### src/rtl/serial_cfg_pkg.sv
package serial_cfg_pkg;
  localparam int ADDR_W = 2;
  localparam int REF_W  = 15;
  localparam int A_W    = 5;
  localparam int B_W    = 13;
  localparam int TMO_W  = 12;
  localparam int WORD_W = 22;
  localparam int N_REGS = 3;
  localparam int OSEL_W = 3;
  localparam int REF_MIN = 2;

  typedef enum logic [ADDR_W-1:0] {
    TGT_REF  = 2'd0,
    TGT_CNT  = 2'd1,
    TGT_TMO  = 2'd2,
    TGT_NONE = 2'd3
  } tgt_e;

  typedef struct packed {
    logic [REF_W-1:0] count;
    logic             pol;
    logic             x4;
    logic             tri_st;
    logic [1:0]       osel_lo;
  } ref_fields_t;

  typedef struct packed {
    logic [A_W-1:0] a;
    logic [B_W-1:0] b;
    logic           presc;
    logic           pdn;
  } cnt_fields_t;

  typedef struct packed {
    logic [TMO_W-1:0] count;
    logic             osel_hi;
  } tmo_fields_t;
endpackage

### src/rtl/cfg_bit_sync.sv
module cfg_bit_sync #(
  parameter int STAGES = 2
) (
  input  logic clk,
  input  logic rst,
  input  logic din,
  output logic dout
);
  logic [STAGES-1:0] pipe;

  always_ff @(posedge clk) begin
    if (rst) pipe <= '0;
    else     pipe <= {pipe[STAGES-2:0], din};
  end

  assign dout = pipe[STAGES-1];
endmodule

### src/rtl/cfg_rise_det.sv
module cfg_rise_det (
  input  logic clk,
  input  logic rst,
  input  logic lvl,
  output logic rise
);
  logic prev;

  always_ff @(posedge clk) begin
    if (rst) prev <= 1'b0;
    else     prev <= lvl;
  end

  assign rise = lvl & ~prev;
endmodule

### src/rtl/cfg_shift_word.sv
module cfg_shift_word #(
  parameter int W = 22
) (
  input  logic         clk,
  input  logic         rst,
  input  logic         shift_en,
  input  logic         bit_in,
  output logic [W-1:0] word
);
  always_ff @(posedge clk) begin
    if (rst)           word <= '0;
    else if (shift_en) word <= {word[W-2:0], bit_in};
  end
endmodule

### src/rtl/cfg_reg_bank.sv
module cfg_reg_bank
  import serial_cfg_pkg::*;
(
  input  logic              clk,
  input  logic              rst,
  input  logic              load,
  input  logic [WORD_W-1:0] word,
  output ref_fields_t       ref_q,
  output cnt_fields_t       cnt_q,
  output tmo_fields_t       tmo_q,
  output logic [N_REGS-1:0] wr_q
);
  localparam int REF_LSB = ADDR_W;
  localparam int REF_MSB = REF_LSB + REF_W - 1;
  localparam int POL_BIT = REF_MSB + 1;
  localparam int X4_BIT  = POL_BIT + 1;
  localparam int TRI_BIT = X4_BIT + 1;
  localparam int OS0_BIT = TRI_BIT + 1;
  localparam int OS1_BIT = OS0_BIT + 1;

  localparam int A_LSB   = ADDR_W;
  localparam int A_MSB   = A_LSB + A_W - 1;
  localparam int B_LSB   = A_MSB + 1;
  localparam int B_MSB   = B_LSB + B_W - 1;
  localparam int PRE_BIT = B_MSB + 1;
  localparam int PDN_BIT = PRE_BIT + 1;

  localparam int T_LSB   = ADDR_W;
  localparam int T_MSB   = T_LSB + TMO_W - 1;
  localparam int OS2_BIT = T_MSB + 1;

  logic [ADDR_W-1:0] addr;
  logic [REF_W-1:0]  ref_raw;
  logic [REF_W-1:0]  ref_legal;

  assign addr    = word[ADDR_W-1:0];
  assign ref_raw = word[REF_MSB:REF_LSB];

  always_comb begin
    if (ref_raw < REF_W'(REF_MIN)) ref_legal = REF_W'(REF_MIN);
    else                           ref_legal = ref_raw;
  end

  genvar g;
  generate
    for (g = 0; g < N_REGS; g++) begin : g_strobe
      always_ff @(posedge clk) begin
        if (rst) wr_q[g] <= 1'b0;
        else     wr_q[g] <= load && (addr == ADDR_W'(g));
      end
    end
  endgenerate

  always_ff @(posedge clk) begin
    if (rst) begin
      ref_q <= '0;
    end else if (load && addr == TGT_REF) begin
      ref_q.count   <= ref_legal;
      ref_q.pol     <= word[POL_BIT];
      ref_q.x4      <= word[X4_BIT];
      ref_q.tri_st  <= word[TRI_BIT];
      ref_q.osel_lo <= {word[OS1_BIT], word[OS0_BIT]};
    end
  end

  always_ff @(posedge clk) begin
    if (rst) begin
      cnt_q <= '0;
    end else if (load && addr == TGT_CNT) begin
      cnt_q.a     <= word[A_MSB:A_LSB];
      cnt_q.b     <= word[B_MSB:B_LSB];
      cnt_q.presc <= word[PRE_BIT];
      cnt_q.pdn   <= word[PDN_BIT];
    end
  end

  always_ff @(posedge clk) begin
    if (rst) begin
      tmo_q <= '0;
    end else if (load && addr == TGT_TMO) begin
      tmo_q.count   <= word[T_MSB:T_LSB];
      tmo_q.osel_hi <= word[OS2_BIT];
    end
  end
endmodule

### src/rtl/serial_cfg_loader.sv
module serial_cfg_loader
  import serial_cfg_pkg::*;
#(
  parameter int SYNC_STAGES = 2
) (
  input  logic             clk,
  input  logic             rst,
  input  logic             ser_clk,
  input  logic             ser_dat,
  input  logic             ser_le,
  output logic [REF_W-1:0] ref_count,
  output logic             pd_pol,
  output logic             cp_x4,
  output logic             cp_tri,
  output logic [OSEL_W-1:0] osel,
  output logic [A_W-1:0]   a_count,
  output logic [B_W-1:0]   b_count,
  output logic             presc_sel,
  output logic             pwr_dn,
  output logic [TMO_W-1:0] tmo_count,
  output logic             wr_ref,
  output logic             wr_cnt,
  output logic             wr_tmo
);
  logic sclk_s, sdat_s, sle_s;
  logic sclk_rise, sle_rise;
  logic [WORD_W-1:0] word;
  ref_fields_t ref_q;
  cnt_fields_t cnt_q;
  tmo_fields_t tmo_q;
  logic [N_REGS-1:0] wr_q;

  cfg_bit_sync #(.STAGES(SYNC_STAGES)) u_sync_clk (
    .clk(clk), .rst(rst), .din(ser_clk), .dout(sclk_s));
  cfg_bit_sync #(.STAGES(SYNC_STAGES)) u_sync_dat (
    .clk(clk), .rst(rst), .din(ser_dat), .dout(sdat_s));
  cfg_bit_sync #(.STAGES(SYNC_STAGES)) u_sync_le (
    .clk(clk), .rst(rst), .din(ser_le), .dout(sle_s));

  cfg_rise_det u_rise_clk (.clk(clk), .rst(rst), .lvl(sclk_s), .rise(sclk_rise));
  cfg_rise_det u_rise_le  (.clk(clk), .rst(rst), .lvl(sle_s),  .rise(sle_rise));

  cfg_shift_word #(.W(WORD_W)) u_shift (
    .clk(clk), .rst(rst), .shift_en(sclk_rise), .bit_in(sdat_s), .word(word));

  cfg_reg_bank u_bank (
    .clk(clk), .rst(rst), .load(sle_rise), .word(word),
    .ref_q(ref_q), .cnt_q(cnt_q), .tmo_q(tmo_q), .wr_q(wr_q));

  assign ref_count = ref_q.count;
  assign pd_pol    = ref_q.pol;
  assign cp_x4     = ref_q.x4;
  assign cp_tri    = ref_q.tri_st;
  assign osel      = {tmo_q.osel_hi, ref_q.osel_lo};
  assign a_count   = cnt_q.a;
  assign b_count   = cnt_q.b;
  assign presc_sel = cnt_q.presc;
  assign pwr_dn    = cnt_q.pdn;
  assign tmo_count = tmo_q.count;
  assign wr_ref    = wr_q[TGT_REF];
  assign wr_cnt    = wr_q[TGT_CNT];
  assign wr_tmo    = wr_q[TGT_TMO];
endmodule

### config.mk
export PLATFORM = sky130hd
export DESIGN_NAME = serial_cfg_loader
export DESIGN_NICKNAME = d
export VERILOG_FILES = /design/src/rtl/serial_cfg_pkg.sv /design/src/rtl/cfg_bit_sync.sv /design/src/rtl/cfg_rise_det.sv /design/src/rtl/cfg_shift_word.sv /design/src/rtl/cfg_reg_bank.sv /design/src/rtl/serial_cfg_loader.sv
export SDC_FILE = /design/constraint.sdc
export NUM_CORES = 1
export LEC_CHECK = 0
export BUFFER_PORTS_ARGS = -buffer_cell sky130_fd_sc_hd__buf_2
export CAP_MARGIN = 20
export CORE_ASPECT_RATIO = 0.6
export CORE_MARGIN = 4
export CORE_UTILIZATION = 45
export CTS_BUF_LIST = sky130_fd_sc_hd__clkbuf_4
export DETAILED_ROUTE_END_ITERATION = 16
export GPL_TIMING_DRIVEN = 0
export PLACE_DENSITY = 0.7
export SETUP_SLACK_MARGIN = 0.5
export SYNTH_ARGS = -nofsm -noshare
export SYNTH_HDL_FRONTEND = slang
export SYNTH_HIERARCHICAL = 1
export SYNTH_SLANG_ARGS = --single-unit
export TNS_END_PERCENT = 5
### constraint.sdc
create_clock -name clk -period 1.3 [get_ports clk]
set_input_delay 0.26 -clock clk [delete_from_list [all_inputs] [get_ports clk]]
set_output_delay 0.26 -clock clk [all_outputs]
set_load 0.01 [all_outputs]
# Word-level counts from Yosys, hierarchy flattened
# Cells that the tools add are included.
# Widths: inputs -> output; s select.
[word_totals]
register_bits = 86
output_inout_bits = 56
n_memories = 0
latch_bits = 0
mem_bits_rw = 0
in_bits = 5
romBits = 0
[classes]
eq_ne = 2
magnitude_cmp = 1
add_sub_neg = 0
mul = 0
shift = 0
reduce_logical = 4
div = 0
muxes = 1
bitwise = 4
[op_table]
columns = ["cell", "n"]
rows = [
  ["$lt 15x2->1 const B", 1],
  ["$mux 15", 1],
  ["$logic_and 1x1->1", 3],
  ["$and 1x1->1", 2],
  ["$eq 2x1->1 const B", 1],
  ["$eq 2x2->1 const B", 1],
  ["$logic_not 2->1", 1],
  ["$not 1->1", 2],
]

# Logic depth before layout (Yosys ltp)
# Gate-level depths: netlist of run 1.
[logic_depth]
ltp_word = 3
depth_mapped = 5
depth_no_buf = 4

# By module
# Netlist of run 1, hierarchy kept.
[by_module_without_submodules]
columns = ["module", "cells_per_inst", "seq_area_each_um2", "area_per_inst_um2", "instances"]
rows = [
  ["cfg_reg_bank", 244, 1121.1, 1966.9, 1],
  ["cfg_shift_word", 71, 440.4, 802.0, 1],
  ["cfg_bit_sync", 4, 40.0, 52.6, 3],
  ["cfg_rise_det", 3, 20.0, 47.5, 2],
]

# Worst setup path before layout of run 1
# OpenSTA, ideal clock, no wires.
[synth_timing]
path_kind = "register to register"
startpoint = "register u_sync_le.pipe[1]"
endpoint = "register, netlist name u_bank/ref_q[10]"
path_slack_ns = 0.040
t_required_ns = 1.168
arrival_ns = 1.127
path_stages_with_launch = 6
setup_time_ns = 0.132
path_cell_list = "dfxtp_1 nor2b_4 or3b_1 buf_2 nand2_1 a21oi_1"
[synth_between]
elab_chain_len = 2
[synth_rtl]
columns = ["item", "line", "rtl"]
rows = [
  ["start: declaration", "cfg_bit_sync.sv:9", "logic [STAGES-1:0] pipe;"],
  ["start signal: assignment", "cfg_bit_sync.sv:13", "else pipe <= {pipe[STAGES-2:0], din};"],
  ["$and 1x1->1", "cfg_rise_det.sv:14", "assign rise = lvl & ~prev;"],
  ["via sle_rise", "serial_cfg_loader.sv:26", "logic sclk_rise, sle_rise;"],
  ["$logic_and 1x1->1", "cfg_reg_bank.sv:57", "end else if (load && addr == TGT_REF) begin"],
]
# The timed path passes the listed nets, and every way through them passes these cells.
# A chain may end at the register's enable or synchronous reset.

# Final worst setup path of run 1
[layout_timing]
startpoint = "register u_sync_le.pipe[1]"
endpoint = "register, netlist name u_bank/ref_q[5]"
[layout_between]
elab_chain_len = 2
[layout_rtl]
columns = ["item", "line"]
rows = [
  ["$and 1x1->1", "cfg_rise_det.sv:14"],
  ["via sle_rise", "serial_cfg_loader.sv:26"],
  ["$logic_and 1x1->1", "cfg_reg_bank.sv:57"],
]
# The timed path passes the listed nets, and every way through them passes these cells.

==> results.md, run 1 <==
- DR vias/cell: between 5 and 6
- Die Wd: between 100 and 150 um
- Fmax achieved: 0.688 GHz
- Synth Net Count: approximately 340
- Sequential share of the synthesized area: 0.570
- Vias in the first global route: 2,446
- Post-synth top area share: 0.570
- CP Launch Type: register
- TritonCTS clock tree: yes
- Library cells used by synthesis: 21
- Setup TNS: -1.84 ns
- Die ar.: a little over 8000 um2
- Fin cells: around 500
- Post-detailed-route count of antenna-violating nets: 0
- Setup ws final: -0.153 ns
- Final number of hold-violating endpoints: 0
- Worst skew pair latency: approximately 0.43 ns
- Cell row count: 22
- RSZ-0062 raised after global routing: yes
- GRT overflow: 0
- Deepest clock path buffer count: 2
- Synth async-reset ratio: 0
- FF/Latch Area: 1770 um2
- Slew @ Worst Pin: 0.636 ns
- Status: finished, violations left
- Largest net degree at the start of global routing: 15
- CP Capture Type: register
- Share of cells above drive strength 1: 0.384
- YS warnings: 6
- EDFF count, synth: 0
- Root buffer cell: clkbuf_4
- Most common cell after layout, fill and taps aside: nand2_1
- # Max-Cap Violations: 0
- DR DRC count: 0
- Drt total wl: between 7 and 8 mm
- Final setup violation count: 26
- Crit-path most repeated cell: buf_6
- Worst Hold Class: input pin to register
- Worst path top cell family by delay: simple AND/OR/NAND/NOR gates
- WS Path Type: register to register
- Clk_skew: 0.0103 ns
- Area growth syn-to-layout: 35.4%
- LEAKAGE: around 0.0016 uW
- Area contributors post-synth: dfxtp_1 57%, nand2_1 13%, a21oi_1 8.4%
- Critical path peak fanout: 5
- Port buffer count: 60
- Seq cells post-synth: 86
- Multi-input combinational cell area: 1230 um2
- VDD IR max: between 0.7 and 0.8 mV
- Clock slew at reported path FFs: 0.12 ns
- Tot Pwr: about 4700 uW
- Dpl cells: roughly 480
- Final slew viol count: 0
- WL per Instance: approximately 16 um
- Buf/Inv on CP: 3
- Diodes inserted: 0
- Initial antenna violation count: 0
- Fin crit share: 1.12
- Core footprint: between 6000 and 7000 um2
- GPL Wtd Cong: about 0.78
- Gate Count Post-Synth: 333
- Crit path DAT: about 1.8 ns
- PwrDens: approximately 1100 nW/um2
- Cell area after synthesis: between 3000 and 4000 um2
- CP Cell Sequence: nor2b_4 > buf_6 > nor3b_4 > buf_4 > buf_6 > nor3b_2 > a31o_1
- Starting Density: 0.479
- I/O pins: 61
- Failing checks: negative setup slack
- CTS sink cnt: 86
- Tmin final: between 1 and 1.5 ns
- Worst slew margin: 0.576
- Initial DRC count: 216
- CTS Buf Count: 9
- Leading area contributor after synthesis: dfxtp_1
- Tot GR Track Use: 0.200
- CP peak stage delay: between 0.3 and 0.4 ns
- Worst path required time: approximately 1.6 ns
- DP Area: roughly 3400 um2
- Main flop type after synthesis: dfxtp_1
- First-pass GRT wire length: approximately 13 mm
- Total number of vias: around 2.6k
- Mean Syn Cell Area: 9.07 um2
- Die Ht: 71.5 um
- Final core occ: 0.649
- Most frequent cells in the layout: 94 x nand2_1, 49 x dfxtp_1, 45 x buf_6
- Slowest cell on crit path: dfxtp_2
- CTS H-tree lvls: 3
- Number of nets in the layout: around 420
- Fillcell total: roughly 540
- TritonRoute pass-1 iters: 4
- Final Cell Area: roughly 4000 um2
- Detailed Place HPWL: 5.12 mm
[layer usage]
| metal | wire length, um | vias to the layer above | track usage |
|---|---|---|---|
| met5 | 0 | - | 0 |
| met4 | 116 | 0 | 0.0646 |
| met3 | 651 | 14 | 0.0658 |
| met2 | 3530 | 89 | 0.290 |
| met1 | 3620 | 1271 | 0.283 |
| li1 | - | 1247 | - |
[kinds of logic (layout without fill, tap and decap cells)]
logic type             after synthesis  in the layout  share of synthesized area
buffers and inverters               21            105                     0.0460
AOI/OAI and AO/OA                   53             53                     0.0899
muxes                               22             22                     0.0729
and+or+nand+nor                    151            151                      0.222
DFF                                 86             86                      0.570
[area by class of cell]
| class | count | area share |
|---|---|---|
| timing repair buffer | 69 | 0.149 |
| clock buffer | 10 | 0.0183 |
| sequential | 86 | 0.432 |
| multi-input combinational | 226 | 0.302 |
| buffer | 21 | 0.0495 |
| clock inverter | 5 | 0.0242 |
| tap | 84 | 0.0257 |
[flip-flops by register name (all words and copies together) (netlist names), 2 cells and up]
name             cells
u_bank/tmo_q        13
u_bank/wr_q          3
u_sync_dat/pipe      2
u_bank/cnt_q        20
u_sync_le/pipe       2
u_bank/ref_q        20
u_shift/word        22
u_sync_clk/pipe      2
[metrics by stage]
step,worst slack [ns],hold slack (ns)
2_1_floorplan,0.0458,0.324
3_3_place_gp,-0.254,0.422
3_5_place_dp,-0.287,0.425
4_1_cts,-0.0704,0.0191
5_1_grt,-0.231,0.00766
6_report,-0.153,0.0354
[final timing paths]
| check | start | endpoint | slack (ns) | depth (start not counted) |
|---|---|---|---|---|
| setup / recovery | u_sync_le/pipe[1]$_SDFF_PP0_ | u_bank/ref_q[5]$_SDFFE_PP0P_ | -0.15 | 7 |
| hold / removal | ser_le | u_sync_le/pipe[0]$_SDFF_PP0_ | 0.04 | 2 |
| setup reg to reg | u_sync_le/pipe[1]$_SDFF_PP0_ | u_bank/ref_q[5]$_SDFFE_PP0P_ | -0.15 | 7 |
| hold reg to reg | u_sync_clk/pipe[0]$_SDFF_PP0_ | u_sync_clk/pipe[1]$_SDFF_PP0_ | 0.45 | 1 |
[report_power, final]
group | leakage, uW | internal [uW] | switching [uW]
sequential | 0.000713 | 2650 | 5.70
clock | 0.0000939 | 977 | 846
combinational | 0.000758 | 83.5 | 109
[synth_stat cells (3+ instances only)]
library cell    n
a21oi_1        51
buf_1           3
buf_2          10
clkbuf_1        4
dfxtp_1        86
mux2i_1        22
nand2_1       102
nor2_1         27
nor2b_1         6
nor2b_4         4
nor4_1          3
[what timing repair did]
action / CTS / global route
buffers inserted: 5 / 0
setup endpoints to repair: 134 / 134
hold endpoints to repair: 0 / 1
hold buffers: 0 / 1
resized for setup: 101 / 15
pin swaps: 21 / 19
gates cloned: 3 / 0
No activity file was read; power rests on OpenSTA's default activity.
==> run 2: changes to the inputs <==
Settings changed: ABC_AREA from default to 1.
==> run 2 against run 1 <==
  * The run now ends clean
  * Cell area grew 5.6%
  * Critical path depth did not move
  * Cell count grew 17%
  * Clock-buffer cell count did not move
  * Synthesized cell count grew 23%
  * Die area is 3.3% higher
  * First-iteration DRC count down 16%
  * Register-to-register slack better by 0.18 ns
  * Sequential share of layout area down 2.3 points
  * Hold slack improved by 0.094 ns
  * Critical path type unchanged
  * Critical endpoint is now u_bank/cnt_q[9]$_SDFFE_PP0P_
  * Largest power group unchanged
==> results.md, run 2 <==
- Top reg by flops: u_shift/word
- Area growth syn-to-layout: 37.9%
- Die Ht: 72.6 um (+1.6%)
- I/O pins: 61 (unchanged)
- Initial DRC count: 181 (-16%)
- GRT met1 Usage: 0.282 (about the same)
- Library cells used by synthesis: 16 (-24%)
- PwrDens: 1100 nW/um2 (-3.2%)
- Synth Net Count: 414 (+22%)
- Clk_skew: 0.0115 ns (+0.00123 ns)
- Fmax achieved: 0.788 GHz (+15%)
- Detailed Place HPWL: 5.31 mm (+3.8%)
- Post-detailed-route count of antenna-violating nets: 0 (unchanged)
- Die Wd: 116 um (+1.7%)
- Worst Reg-to-Reg Cells: 7 (unchanged)
- Internal reg-to-reg setup slack: 0.03 ns (+0.18 ns)
- Slew @ Worst Pin: 0.604 ns (-0.0319 ns)
- Largest net degree at the start of global routing: 14 (-1)
- Crit path DAT: 1.61 ns (-0.18 ns)
- DR vias/cell: 4.93 (-5.7%)
- TritonRoute pass-1 iters: 4 (unchanged)
- YS warnings: 6 (unchanged)
- Final slew viol count: 0 (unchanged)
- CTS Buf Count: 9 (unchanged)
- Cell row count: 23 (+4.5%)
- Largest regs: u_shift/word x22, u_bank/cnt_q x20, u_bank/ref_q x20
- GPL Wtd Cong: 0.860 (+11%)
- Final setup violation count: 0 (-100%)
- Deepest clock path buffer count: 2 (unchanged)
- Number of nets in the layout: 497 (+19%)
- Tmin final: 1.27 ns (-0.185 ns)
- Reg-to-reg critical path startpoint: u_sync_le/pipe[1]$_SDFF_PP0_
- Gate Count Post-Synth: 409 (+23%)
- Critical path peak fanout: 10 (+5)
- WL per Instance: 14.4 um (-9.0%)
- Post-synth top area share: 0.550 (-0.0203)
- Clock slew at reported path FFs: 0.13 ns (about the same)
- Setup TNS: 0 ns (+1.84 ns)
- Cell area after synthesis: 3130 um2 (+3.7%)
- VDD IR max: 0.730 mV (-0.11%)
- GRT overflow: 0 (unchanged)
- Final number of hold-violating endpoints: 0 (unchanged)
- Sequential share of the synthesized area: 0.550 (-0.0203)
- Setup crit end: u_bank/cnt_q[9]$_SDFFE_PP0P_
- Most frequent cells in the layout: 91 x nor2_1, 55 x inv_1, 51 x dfxtp_1
- Starting Density: 0.467 (-0.0121)
- Top Usage Layer GRT: met2
- Main flop type after synthesis: dfxtp_1
- Root buffer cell: clkbuf_4
- Worst Hold Class: input pin to register
- R2R Path End: u_bank/cnt_q[9]$_SDFFE_PP0P_
- CTS sink cnt: 86 (unchanged)
- GR Layer Usage met3: 0.0621 (-0.00369)
- CP Capture Type: register
- Worst skew pair latency: 0.44 ns (about the same)
- Initial antenna violation count: 0 (unchanged)
- GR Util met2: 0.296 (+0.00653)
- Max reg flops: 22 (unchanged)
- Worst slew margin: 0.597 (+0.0213)
- LEAKAGE: 0.00190 uW (+21%)
- DR DRC count: 0 (unchanged)
- Leading area contributor after synthesis: dfxtp_1
- Mean Syn Cell Area: 7.66 um2 (-16%)
- Drt total wl: 8.40 mm (+6.1%)
- Commonest cells post-synth: 99 x nor2_1, 86 x dfxtp_1, 57 x inv_1
- Dominant cell by count in the synthesized netlist: nor2_1
- Status: complete, no violations
- DP Area: 3540 um2 (+3.1%)
- Share of cells above drive strength 1: 0.384 (+0.000613)
- Die ar.: 8400 um2 (+3.3%)
- Most common cell after layout, fill and taps aside: nor2_1
- Area contributors post-synth: dfxtp_1 55%, nor2_1 12%, inv_1 6.8%
- Vias in the first global route: 2,615 (+6.9%)
- RSZ-0062 raised after global routing: yes
- Critical Path Start: u_sync_le/pipe[1]$_SDFF_PP0_
- CTS H-tree lvls: 3 (unchanged)
- Core footprint: 6710 um2 (+6.4%)
- Total number of vias: 2,882 (+10%)
- Worst path required time: 1.64 ns (about the same)
- First-pass GRT wire length: 12.8 mm (+2.3%)
- Diodes inserted: 0 (unchanged)
- Port buffer count: 60 (unchanged)
- Fin crit share: 0.976 (-0.142)
- Synth async-reset ratio: 0 (unchanged)
- Seq cells post-synth: 86 (unchanged)
- Tot GR Track Use: 0.200 (-0.000641)
- WS Path Type: register to register
- Final Cell Area: 4320 um2 (+5.6%)
- TritonCTS clock tree: yes
- EDFF count, synth: 0 (unchanged)
- CP Launch Type: register
- # Max-Cap Violations: 0 (unchanged)
run 2: timing repair:
item | in CTS | in global routing
gates cloned | 4 | 0
resized for setup | 27 | 146
pin swaps | 7 | 62
endpoints found under the setup margin | 134 | 134
setup buffers | 4 | 1
hold buffers | 2 | 1
hold endpoints to repair | 2 | 1
run 2: report_power, final:
| part | leakage, uW | switching, uW | internal [uW] |
|---|---|---|---|
| sequential | 0.000715 | 84.4 | 2730 |
| combinational | 0.00111 | 288 | 214 |
| clock | 0.0000750 | 870 | 587 |
run 2: how the worst min path moves through the flow:
stage	slack (ns)	from	to	cells past startpoint
after floorplan	0.33	rst	u_sync_clk/pipe[0]$_SDFF_PP0_	1
after global placement	0.40	u_sync_le/pipe[0]$_SDFF_PP0_	u_sync_le/pipe[1]$_SDFF_PP0_	2
after detailed placement	0.40	u_sync_clk/pipe[0]$_SDFF_PP0_	u_sync_clk/pipe[1]$_SDFF_PP0_	2
after CTS	0.009	ser_le	u_sync_le/pipe[0]$_SDFF_PP0_	3
after global routing	0.11	rst	u_bank/wr_q[1]$_SDFF_PP0_	2
final	0.13	rst	u_bank/wr_q[1]$_SDFF_PP0_	2
run 2: through the flow:
step                      total power, uW  hold slack (ns)  setup slack (ns)  std cells   util
after floorplan                      3100            0.331             0.236        409      -
after global placement               3220            0.400           -0.0858        556  0.529
after detailed placement             3230            0.396            -0.141        556  0.529
after CTS                            4690          0.00862            0.0372        582  0.572
after global routing                 5010            0.113           -0.0606        584  0.645
final                                4770            0.129            0.0314        584  0.645
run 2: critical path, stage by stage (launching register included):
cell     delay, ns
dfxtp_2       0.34
inv_2         0.04
nor2_4        0.13
nand2_4       0.09
nor2_4        0.15
buf_12        0.14
buf_4         0.19
a21oi_1       0.09
run 2: kinds of logic (layout without fill, tap and decap cells):
group / after synthesis / in the layout / synth area share
buf+inv: 80 / 167 / 0.115
compound gates: 89 / 89 / 0.142
flops: 86 / 86 / 0.550
simple gates: 154 / 155 / 0.193
run 2: area by class of cell:
class                           instances  area, um2
Clock inverter                          6       52.6
Clock buffer                           10       75.1
Multi-Input combinational cell        244       1270
Buffer                                 20        195
Fill cell                             565       2380
Inverter                               60        238
Tap cell                               87        109
Sequential cell                        86       1770
Timing Repair Buffer                   71        616
run 2: per-layer routing:
layer,vias up,wire length (um)
met5,-,0
met2,80,3870
met4,0,61
met1,1367,3970
met3,7,507
li1,1428,-
